## src/rtl/ig_pkg.sv

```systemverilog
package ig_pkg;

    typedef enum logic [2:0] {
        K_PLAIN    = 3'd0,
        K_SIGNPFX  = 3'd1,
        K_GUARDED  = 3'd2,
        K_LOGICRMW = 3'd3,
        K_SWTRAP   = 3'd4,
        K_BADOP    = 3'd5,
        K_SPARE6   = 3'd6,
        K_SPARE7   = 3'd7
    } kind_e;

    typedef enum logic {
        ST_IDLE = 1'b0,
        ST_CALL = 1'b1
    } seq_state_e;

    function automatic int unsigned max2(input int unsigned a, input int unsigned b);
        return (a > b) ? a : b;
    endfunction

endpackage

```

## src/rtl/ig_defer_decode.sv

```systemverilog
module ig_defer_decode #(
    parameter int unsigned KIND_W    = 3,
    parameter logic [(1<<KIND_W)-1:0] HOLD_MASK = 8'b0011_1110
) (
    input  logic [KIND_W-1:0] kind,
    output logic              hold
);
    localparam int unsigned N_KINDS = 1 << KIND_W;

    logic [N_KINDS-1:0] hit;

    generate
        for (genvar g = 0; g < N_KINDS; g++) begin : g_kind
            assign hit[g] = HOLD_MASK[g] && (kind == KIND_W'(g));
        end
    endgenerate

    assign hold = |hit;

endmodule

```

## src/rtl/ig_resp_timer.sv

```systemverilog
module ig_resp_timer #(
    parameter int unsigned CNT_W = 5
) (
    input  logic             clk,
    input  logic             rst_n,
    input  logic             load,
    input  logic [CNT_W-1:0] load_val,
    input  logic             run,
    output logic             zero
);
    logic [CNT_W-1:0] cnt_q;

    always_ff @(posedge clk or negedge rst_n) begin
        if (!rst_n) begin
            cnt_q <= '0;
        end else if (load) begin
            cnt_q <= load_val;
        end else if (run && (cnt_q != '0)) begin
            cnt_q <= cnt_q - 1'b1;
        end
    end

    assign zero = (cnt_q == '0);

endmodule

```

## src/rtl/ig_ack_gate.sv

```systemverilog
module ig_ack_gate #(
    parameter int unsigned LEN_NARROW_INT = 11,
    parameter int unsigned LEN_NARROW_EXT = 13,
    parameter int unsigned LEN_WIDE_INT   = 15,
    parameter int unsigned LEN_WIDE_EXT   = 18,
    parameter int unsigned KIND_W         = 3
) (
    input  logic              clk,
    input  logic              rst_n,
    input  logic              instr_done,
    input  logic [KIND_W-1:0] instr_kind,
    input  logic              irq_pending,
    input  logic              irq_via_server,
    input  logic              addr_wide,
    input  logic              stack_ext,
    input  logic              server_busy,
    output logic              irq_ack,
    output logic              resp_busy,
    output logic              resp_done
);
    import ig_pkg::*;

    localparam int unsigned MAX_LEN = max2(max2(LEN_NARROW_INT, LEN_NARROW_EXT),
                                           max2(LEN_WIDE_INT, LEN_WIDE_EXT));
    localparam int unsigned CNT_W   = $clog2(MAX_LEN + 1);

    seq_state_e       state_q, state_d;
    logic             hold;
    logic             grant;
    logic             start_call;
    logic             cnt_zero;
    logic [CNT_W-1:0] len_sel;

    ig_defer_decode #(
        .KIND_W (KIND_W)
    ) u_decode (
        .kind (instr_kind),
        .hold (hold)
    );

    always_comb begin
        unique case ({addr_wide, stack_ext})
            2'b00:   len_sel = CNT_W'(LEN_NARROW_INT - 1);
            2'b01:   len_sel = CNT_W'(LEN_NARROW_EXT - 1);
            2'b10:   len_sel = CNT_W'(LEN_WIDE_INT - 1);
            default: len_sel = CNT_W'(LEN_WIDE_EXT - 1);
        endcase
    end

    assign grant      = instr_done && irq_pending && !hold && !server_busy
                        && (state_q == ST_IDLE);
    assign start_call = grant && !irq_via_server;

    ig_resp_timer #(
        .CNT_W (CNT_W)
    ) u_timer (
        .clk      (clk),
        .rst_n    (rst_n),
        .load     (start_call),
        .load_val (len_sel),
        .run      (state_q == ST_CALL),
        .zero     (cnt_zero)
    );

    always_comb begin
        state_d = state_q;
        unique case (state_q)
            ST_IDLE: if (start_call) state_d = ST_CALL;
            ST_CALL: if (cnt_zero)   state_d = ST_IDLE;
            default: state_d = ST_IDLE;
        endcase
    end

    always_ff @(posedge clk or negedge rst_n) begin
        if (!rst_n) state_q <= ST_IDLE;
        else        state_q <= state_d;
    end

    always_ff @(posedge clk or negedge rst_n) begin
        if (!rst_n) begin
            irq_ack   <= 1'b0;
            resp_done <= 1'b0;
        end else begin
            irq_ack   <= grant;
            resp_done <= (state_q == ST_CALL) && cnt_zero;
        end
    end

    assign resp_busy = (state_q == ST_CALL);

endmodule

```

## config.mk

```make
export PLATFORM = sky130hd
export DESIGN_NAME = ig_ack_gate
export DESIGN_NICKNAME = d
export VERILOG_FILES = /design/src/rtl/ig_pkg.sv /design/src/rtl/ig_defer_decode.sv /design/src/rtl/ig_resp_timer.sv /design/src/rtl/ig_ack_gate.sv
export SDC_FILE = /design/constraint.sdc
export NUM_CORES = 1
export LEC_CHECK = 0
export ABC_AREA = 1
export CORE_AREA = 4 4 41 43
export CTS_CLUSTER_DIAMETER = 200
export CTS_CLUSTER_SIZE = 12
export DETAILED_ROUTE_END_ITERATION = 10
export DIE_AREA = 0 0 45 47
export PLACE_DENSITY = 0.77
export SYNTH_ARGS = -nofsm -noshare
export SYNTH_HDL_FRONTEND = slang
export SYNTH_SLANG_ARGS = --single-unit
```

## constraint.sdc

```tcl
create_clock -name clk -period 2.9 [get_ports clk]
set_input_delay 0.29 -clock clk [delete_from_list [all_inputs] [get_ports clk]]
set_output_delay 0.29 -clock clk [all_outputs]
set_load 0.02 [all_outputs]
```

# Word level (Yosys, flattened, before mapping)
# Cells that the tools add are included.
[word_totals]
n_memories = 0
mem_bits_ro = 0
ram_bits = 0
input_bits = 11
word_cells = 34
latch_bits = 0
register_bits = 8
[op_classes]
n_mul = 0
n_bitwise = 1
div = 0
reduce_logical = 15
add_sub_neg = 1
muxes = 6
shift = 0
n_eq_ne = 7
order_cmp = 0
[ops]
columns = ["op", "count"]
rows = [
  ["case mux 5 bit (3 select lines)", 1],
  ["two-way mux 5 bit", 2],
  ["logical AND 1 bit", 7],
  ["equality test 3 x 2 -> 1 bit (second input constant)", 2],
  ["equality test 3 bit (second input constant)", 2],
  ["logical NOT 5 bit", 1],
  ["nonzero test 5 bit", 1],
  ["OR reduction 5 bit", 1],
  ["subtractor 5 x 1 -> 5 bit (second input constant)", 1],
  ["equality test 3 x 1 -> 1 bit (second input constant)", 1],
  ["logical NOT 1 bit", 3],
  ["equality test 2 x 1 -> 1 bit (second input constant)", 1],
  ["equality test 2 bit (second input constant)", 1],
  ["logical NOT 2 bit", 1],
  ["two-way mux 1 bit", 2],
  ["case mux 1 bit (2 select lines)", 1],
  ["nonzero test 2 bit", 1],
  ["inverter 1 bit", 1],
]

# Depth between registers and ports, before layout
# Gate-level depths: netlist of the first run.
[logic_depth]
word_depth = 9
depth_mapped = 10
mapped_depth_nobuf = 10

# Cells and area by module
# A second synthesis of the first run with hierarchy kept.
[unflattened]
cells_unflattened = 78
hier_area_um2 = 555.5
[modules_own_cells]
columns = ["module", "seq_area_each_um2", "area_per_inst_um2", "n_inst", "cells_per_inst"]
rows = [
  ["ig_resp_timer", 125.1, 335.3, 1, 46],
  ["ig_ack_gate", 75.1, 200.2, 1, 27],
  ["ig_defer_decode", 0.0, 20.0, 1, 5],
]

# Worst setup path before layout of the first run
# No wires, ideal clock.
[synth_path]
path_type = "register -> register"
from = "register u_timer.cnt_q[0]"
to = "register u_timer.cnt_q[0]"
required_time_ns = 2.787
setup_time_ns = 0.113
path_buffers = 0
synth_period_minus_slack_ns = 1.308
slack_ns = 1.592
path_stages_with_launch = 11
t_arrival_ns = 1.194
path_cell_list = "dfrtp_1 > inv_1 > ha_1 > inv_1 > nor2_2 > nand2_2 > nand2_4 > xor2_2 > nand2_1 > nand2_1 > inv_1"
[synth_via]
elab_chain_cells = 3
elab_cells_between_ends = 6
[synth_lines]
columns = ["element", "line_no", "rtl"]
rows = [
  ["from (decl)", "ig_resp_timer.sv:11", "logic [CNT_W-1:0] cnt_q;"],
  ["from (signal assigned)", "ig_resp_timer.sv:17", "cnt_q <= load_val;"],
  ["from (signal assigned)", "ig_resp_timer.sv:19", "cnt_q <= cnt_q - 1'b1;"],
  ["subtractor 5 x 1 -> 5 bit or nonzero test 5 bit (tied branches)", "ig_resp_timer.sv:19, ig_resp_timer.sv:18", ""],
  ["two-way mux 5 bit or logical AND 1 bit (tied branches)", "ig_resp_timer.sv:18", "end else if (run && (cnt_q != '0)) begin"],
  ["two-way mux 5 bit or nonzero test 2 bit (tied branches)", "n/a", ""],
]
# Several ways; a longest one is shown, not always the timed one. The select of a mux whose other input is x is not followed.
# A chain may end at the register's enable or synchronous reset.

# Worst setup path after layout of the first run
[layout_path]
from = "register state_q (netlist: resp_busy)"
to = "output resp_busy"
[layout_rtl]
columns = ["element", "line_no", "rtl"]
rows = [
  ["from (decl)", "ig_ack_gate.sv:27", "seq_state_e state_q, state_d;"],
  ["from (signal assigned)", "ig_ack_gate.sv:76", "else state_q <= state_d;"],
  ["to (decl)", "ig_ack_gate.sv:18", "output logic resp_busy,"],
]
# No word-level cell between the ends.

==> flow_summary.yaml, run 1 <==
status:
  status: "complete, no violations"
finish:
  antennaDiodeCount: 0
  fin_nets: 114
  final_cells: 111
  drive_gt1_frac: 0.2188
  area_growth_pct: 26.65
placement:
  gp_congestion: 0.7745
  dp.cells: 108
  hpwl_um: 921.9
  port-buffer-count: 13
critical_path:
  critical-path-max-stage-delay_ns: 0.64
  crit_type: "reg -> out"
  reg2reg_depth: 10
  cp.arrival_ns: 1.35
  r2r_start: "u_timer.cnt_q[0]"
  path_cells: "clkdlybuf4s50_1"
  worstPathMaxFanout: 4
  crit_start: "resp_busy"
  path_delay_family: "buffers and inverters"
  slowest_stage: "clkdlybuf4s50_1"
  crit_end: "resp_busy"
  worst-path-stages: 1
  cp-start-kind: "flop"
  r2r-end: "u_timer.cnt_q[0]"
  r2r_slack_ns: 1.48
  critical_path_buf_inv_count: 1
  cp.required_ns: 2.61
  end_kind: "output pin"
timing:
  clock.fmax_mhz: 610.9
  final-setup-viol-count: 0
  fin_skew_ns: 0.007581
  grt_setup_unrepaired: "false"
  period_share: 0.5644
  slew_viol_final: 0
  slew_headroom: 0.7421
  hold_viol_final: 0
  layout_min_cycle_time_ns: 1.637
  tightest_slew_ns: 0.3857
  timing.setup.tns_ns: 0
detailed_routing:
  wl_per_cell_um: 10.13
  viasPerCell: 4.766
  vias: 529
  dr.pass1.iters: 4
  drt_iter0_markers: 4
  drc: 0
  postRouteAntennaNets: 0
  drt_wl_total_um: 1124
floorplan:
  ios: 14
  initial_core_util: 0.4942
  core_area_mm2: 0.001301
  dieArea_mm2: 0.002115
  fp.dieH_um: 47
  rows: 13
  die_w_um: 45
grt:
  use_met1: 0.1439
  grt_pass1_vias: 520
  use_met3: 0.02299
  met2_usage: 0.2458
  antenna_found_initial: 0
  grt_overflow: 0
  grt_start_max_net_pins: 10
  grt_pass1_wl_um: 2049
  grt_use_total: 0.1376
  grt-busiest-layer: "met2"
cts:
  cts.sinks: 8
  h-tree-depth: 1
  cts_buffers: 3
  clock_path_buffers: 2
  hold_buffers: 0
  path_clk_slew_ns: 0.06
  cts-resized-gates: 0
  clock_latency_ns: 0.26
  root_buffer: "clkbuf_4"
  cts_tree: "built"
  postCtsSetupRepairBufs: 0
synthesis:
  syn-num-nets: 96
  yosysSeqAreaShare: 0.3113
  ys_ff_latch: 8
  synth_cell_types: 21
  syn_area_um2: 643.1
  yosysWarnings: 0
  syn_avg_cell_area_um2: 8.039
  netlist_instances: 80
power:
  powerDensity_mw_per_mm2: 744.7
  ir_drop_mv: 0.2777
  p_leak_nw: 0.4288
hold_path:
  worstHoldPathType: "in -> async"
run:
  maxCapViolCount: 0
## flip-flops by register name (all words and copies together), names as in the netlist
name and flops:
u_timer.cnt_q 5, resp_done 1, resp_busy 1, irq_ack 1
## cell usage in the layout, fill, tap and decap left out, drive strengths merged
cell type       n
clkinv          1
nand2          20
ha              5
nand3           8
dfrtp           8
inv            17
a21oi           1
xor2            3
clkbuf          3
and2            1
nand4           4
nor2           11
o21ai           1
clkdlybuf4s50  13
## kinds of logic after synthesis
logic type | count (synthesis) | share of synthesized area
compound gates | 2 | 0.03307
xor+xnor | 3 | 0.05254
fa+ha+maj | 5 | 0.09728
buf+inv | 18 | 0.1070
flops | 8 | 0.3113
simple gates | 44 | 0.3988
## report_power, final
part           internal [mW]  leakage, nW  switching, mW  total [mW]
sequential             0.155        0.101         0.0417       0.197
combinational          0.134        0.314          0.186       0.321
clock                 0.0476       0.0138         0.0419      0.0895
## worst min path at each step
stage | startpoint | end | cells past startpoint
after floorplan | rst_n | irq_ack | 0
after global placement | u_timer.cnt_q[1] | u_timer.cnt_q[1] | 2
after detailed placement | u_timer.cnt_q[1] | u_timer.cnt_q[1] | 2
after CTS | rst_n | resp_done | 1
after global routing | rst_n | resp_done | 1
final | rst_n | resp_done | 1
## worst register-to-register path, stage by stage (launching register included)
cell     delay, ns
dfrtp_1       0.40
inv_1         0.13
ha_1          0.16
inv_1         0.04
nor2_2        0.10
nand2_2       0.08
nand2_4       0.11
xor2_2        0.14
nand2_1       0.06
nand2_1       0.06
inv_1         0.04
## cell type report
type	instances	area [um2]
sequential	8	200.2
fill	121	486.7
clock buffer	3	22.52
inverter	18	68.82
tap	15	18.77
multi-input combinational	54	374.1
timing repair buffer	13	130.1
## synth_stat cells
library cell | instances | area (um2)
ha_1 | 5 | 62.56
nor2_1 | 7 | 26.28
nand2_2 | 3 | 18.77
and2_4 | 1 | 8.760
nand4_2 | 1 | 12.51
nand4_4 | 1 | 21.27
nand2_1 | 16 | 60.06
a21oi_1 | 1 | 5.000
inv_1 | 15 | 56.30
nor2_4 | 2 | 22.52
inv_2 | 2 | 7.510
xor2_2 | 1 | 16.27
dfrtp_1 | 8 | 200.2
o21ai_4 | 1 | 16.27
clkinv_2 | 1 | 5.000
xor2_1 | 2 | 17.52
nand3_1 | 6 | 30.03
nand3_2 | 2 | 20.02
nand2_4 | 1 | 11.26
nor2_2 | 2 | 12.51
nand4_1 | 2 | 12.51
## stage by stage
step / total power [mW] / utilization / worst slack (ns) / hold slack, ns / area [um2]
after floorplan: 0.4370 / - / 1.592 / -0.005591 / 643.1
after global placement: 0.5087 / 0.6087 / 1.396 / 0.5007 / 792.0
after detailed placement: 0.5157 / 0.6087 / 1.350 / 0.5034 / 792.0
after CTS: 0.6109 / 0.6260 / 1.262 / 0.3268 / 814.5
after global routing: 0.6713 / 0.6260 / 1.226 / 0.3321 / 814.5
final: 0.6066 / 0.6260 / 1.263 / 0.3114 / 814.5
## routing by layer
layer / up-vias / share of wire / routed length (um)
li1: 277 / - / -
met5: - / 0 / 0
met2: 13 / 0.48 / 541
met3: 5 / 0.045 / 51
met1: 234 / 0.43 / 486
met4: 0 / 0.040 / 45
Power figures use the tool's default switching activity.
==> run 2, diff against run 1 <==
--- a/config.mk
+++ b/config.mk
@@ -6,12 +6,12 @@
 export NUM_CORES = 1
 export LEC_CHECK = 0
 export ABC_AREA = 1
-export CORE_AREA = 4 4 41 43
+export CORE_MARGIN = 4
+export CORE_UTILIZATION = 43
 export CTS_CLUSTER_DIAMETER = 200
 export CTS_CLUSTER_SIZE = 12
 export DETAILED_ROUTE_END_ITERATION = 10
-export DIE_AREA = 0 0 45 47
-export PLACE_DENSITY = 0.77
+export PLACE_DENSITY = 0.72
 export SYNTH_ARGS = -nofsm -noshare
 export SYNTH_HDL_FRONTEND = slang
 export SYNTH_SLANG_ARGS = --single-unit
==> constraint.sdc (replaced) <==
create_clock -name clk -period 1.4 [get_ports clk]
set_input_delay 0.14 -clock clk [delete_from_list [all_inputs] [get_ports clk]]
set_output_delay 0.14 -clock clk [all_outputs]
set_load 0.02 [all_outputs]
==> flow_summary.yaml, run 2 (synthesized netlist as in run 1, its figures left out) <==
finish:
  antennaDiodeCount: 0
  regMostFlops: "u_timer.cnt_q"
  nFillCells: 113
  drive_gt1_frac: 0.3039
  mostFrequentLayoutCells: "nand2_1, inv_1, clkdlybuf4s50_1"
  area_growth_pct: 36.19
  largest_reg_flops: 5
  fin_nets: 120
  layout_commonest_cell: "nand2_1"
floorplan:
  dieArea_mm2: 0.002179
  ios: 14
  rows: 13
  core_area_mm2: 0.001350
  fp.dieH_um: 46.68
  initial_core_util: 0.4764
  die_w_um: 46.68
critical_path:
  worst-path-stages: 8
  critical_path_buf_inv_count: 2
  path_cells: "inv_2, buf_4, ha_1, nand2_1, xor2_1, nor2_1, nor2_1, nand2_1"
  cp-start-kind: "flop"
  crit_type: "reg -> reg"
  cp.arrival_ns: 1.49
  worstPathMaxFanout: 3
  cp.required_ns: 1.54
  path_delay_family: "flip-flops"
  reg2reg_depth: 8
  end_kind: "flop"
  critical-path-max-stage-delay_ns: 0.38
  r2r_start: "u_timer.cnt_q[1]"
  crit_start: "u_timer.cnt_q[1]"
  slowest_stage: "dfrtp_1"
  r2r_slack_ns: 0.05
grt:
  grt_overflow: 0
  grt_use_total: 0.1294
  antenna_found_initial: 0
  grt_pass1_vias: 490
  grt_start_max_net_pins: 10
  grt_pass1_wl_um: 1904
timing:
  setup_slack_ns: 0.05076
  period_share: 0.9637
  hold_viol_final: 0
  layout_min_cycle_time_ns: 1.349
  slew_headroom: 0.7606
  tightest_slew_ns: 0.3579
  fin_skew_ns: 0.009936
  timing.setup.tns_ns: 0
  clock.fmax_mhz: 741.2
  final-setup-viol-count: 0
  slew_viol_final: 0
detailed_routing:
  drt_iter0_markers: 15
  wl_per_cell_um: 10.49
  drt_wl_total_um: 1227
  vias: 555
  dr.pass1.iters: 4
  viasPerCell: 4.744
  postRouteAntennaNets: 0
  drc: 0
power:
  switching_power_uw: 612.2
  sw_frac_of_total: 0.4321
  pwr-share-seq: 0.293
  p_leak_nw: 0.4580
  p_clk_frac: 0.126
  internal-power_uw: 804.5
  ir_drop_mv: 0.6205
  powerDensity_mw_per_mm2: 1618
  power_mw: 1.417
  comb_power_share: 0.581
placement:
  gp_congestion: 0.7850
  hpwl_um: 966.6
  pre_cts_slack_ns: 0.02860
  port-buffer-count: 13
run:
  maxCapViolCount: 0
cts:
  root_buffer: "clkbuf_4"
  cts_tree: "built"
  h-tree-depth: 1
  path_clk_slew_ns: 0.06
  cts_buffers: 3
  clock_path_buffers: 2
  clock_latency_ns: 0.26
  cts.sinks: 8
  hold_buffers: 0
hold_path:
  worstHoldPathType: "in -> async"
status:
  status: "complete, no violations"
==> run 2: final cells by class <==
cell class / count / area, um2 / area share
sequential: 8 / 200.2 / 0.2286
timing repair buffer: 19 / 173.9 / 0.1986
clock buffer: 3 / 22.52 / 0.02571
multi-input combinational: 54 / 391.6 / 0.4471
inverter: 18 / 68.82 / 0.07857
tap: 15 / 18.77 / 0.02143
==> run 2: timing repair <==
action / CTS / global route
gates cloned: 0 / 0
endpoints found under the setup margin: 1 / 2
resized for setup: 1 / 6
pin swaps: 0 / 3
buffers inserted: 0 / 2
==> run 2: final timing paths <==
kind,endpoint
worst max-delay path,u_timer.cnt_q[4]
worst min-delay path,u_timer.cnt_q[3]
worst max register to register,u_timer.cnt_q[4]
worst min register to register,u_timer.cnt_q[4]
max in group asynchronous,irq_ack
min in group clk,u_timer.cnt_q[2]
==> run 2: power by group through the flow <==
stage | logic, mW | clock network [mW] | registers (mW)
floorplan | 0.485 | 0 | 0.421
global placement | 0.713 | 0 | 0.403
detailed placement | 0.735 | 0 | 0.406
CTS | 0.731 | 0.180 | 0.402
global route | 0.923 | 0.188 | 0.424
finish | 0.823 | 0.178 | 0.415
==> run 2: layer usage <==
layer | vias to the layer above | global-route usage | share of wire
met5 | - | 0 | 0
met4 | 0 | 0.08287 | 0.021
met3 | 2 | 0.03516 | 0.055
met2 | 14 | 0.2143 | 0.48
met1 | 249 | 0.1439 | 0.44
li1 | 290 | - | -
==> run 2: metrics by stage <==
step	instances	hold WS [ns]	util	instance area, um2
after detailed placement	112	0.4377	0.6089	822.0
after floorplan	80	-0.1556	-	643.1
after global placement	112	0.4427	0.6089	822.0
final	117	0.1547	0.6487	875.8
after global routing	117	0.1790	0.6487	875.8
after CTS	115	0.1678	0.6247	843.3
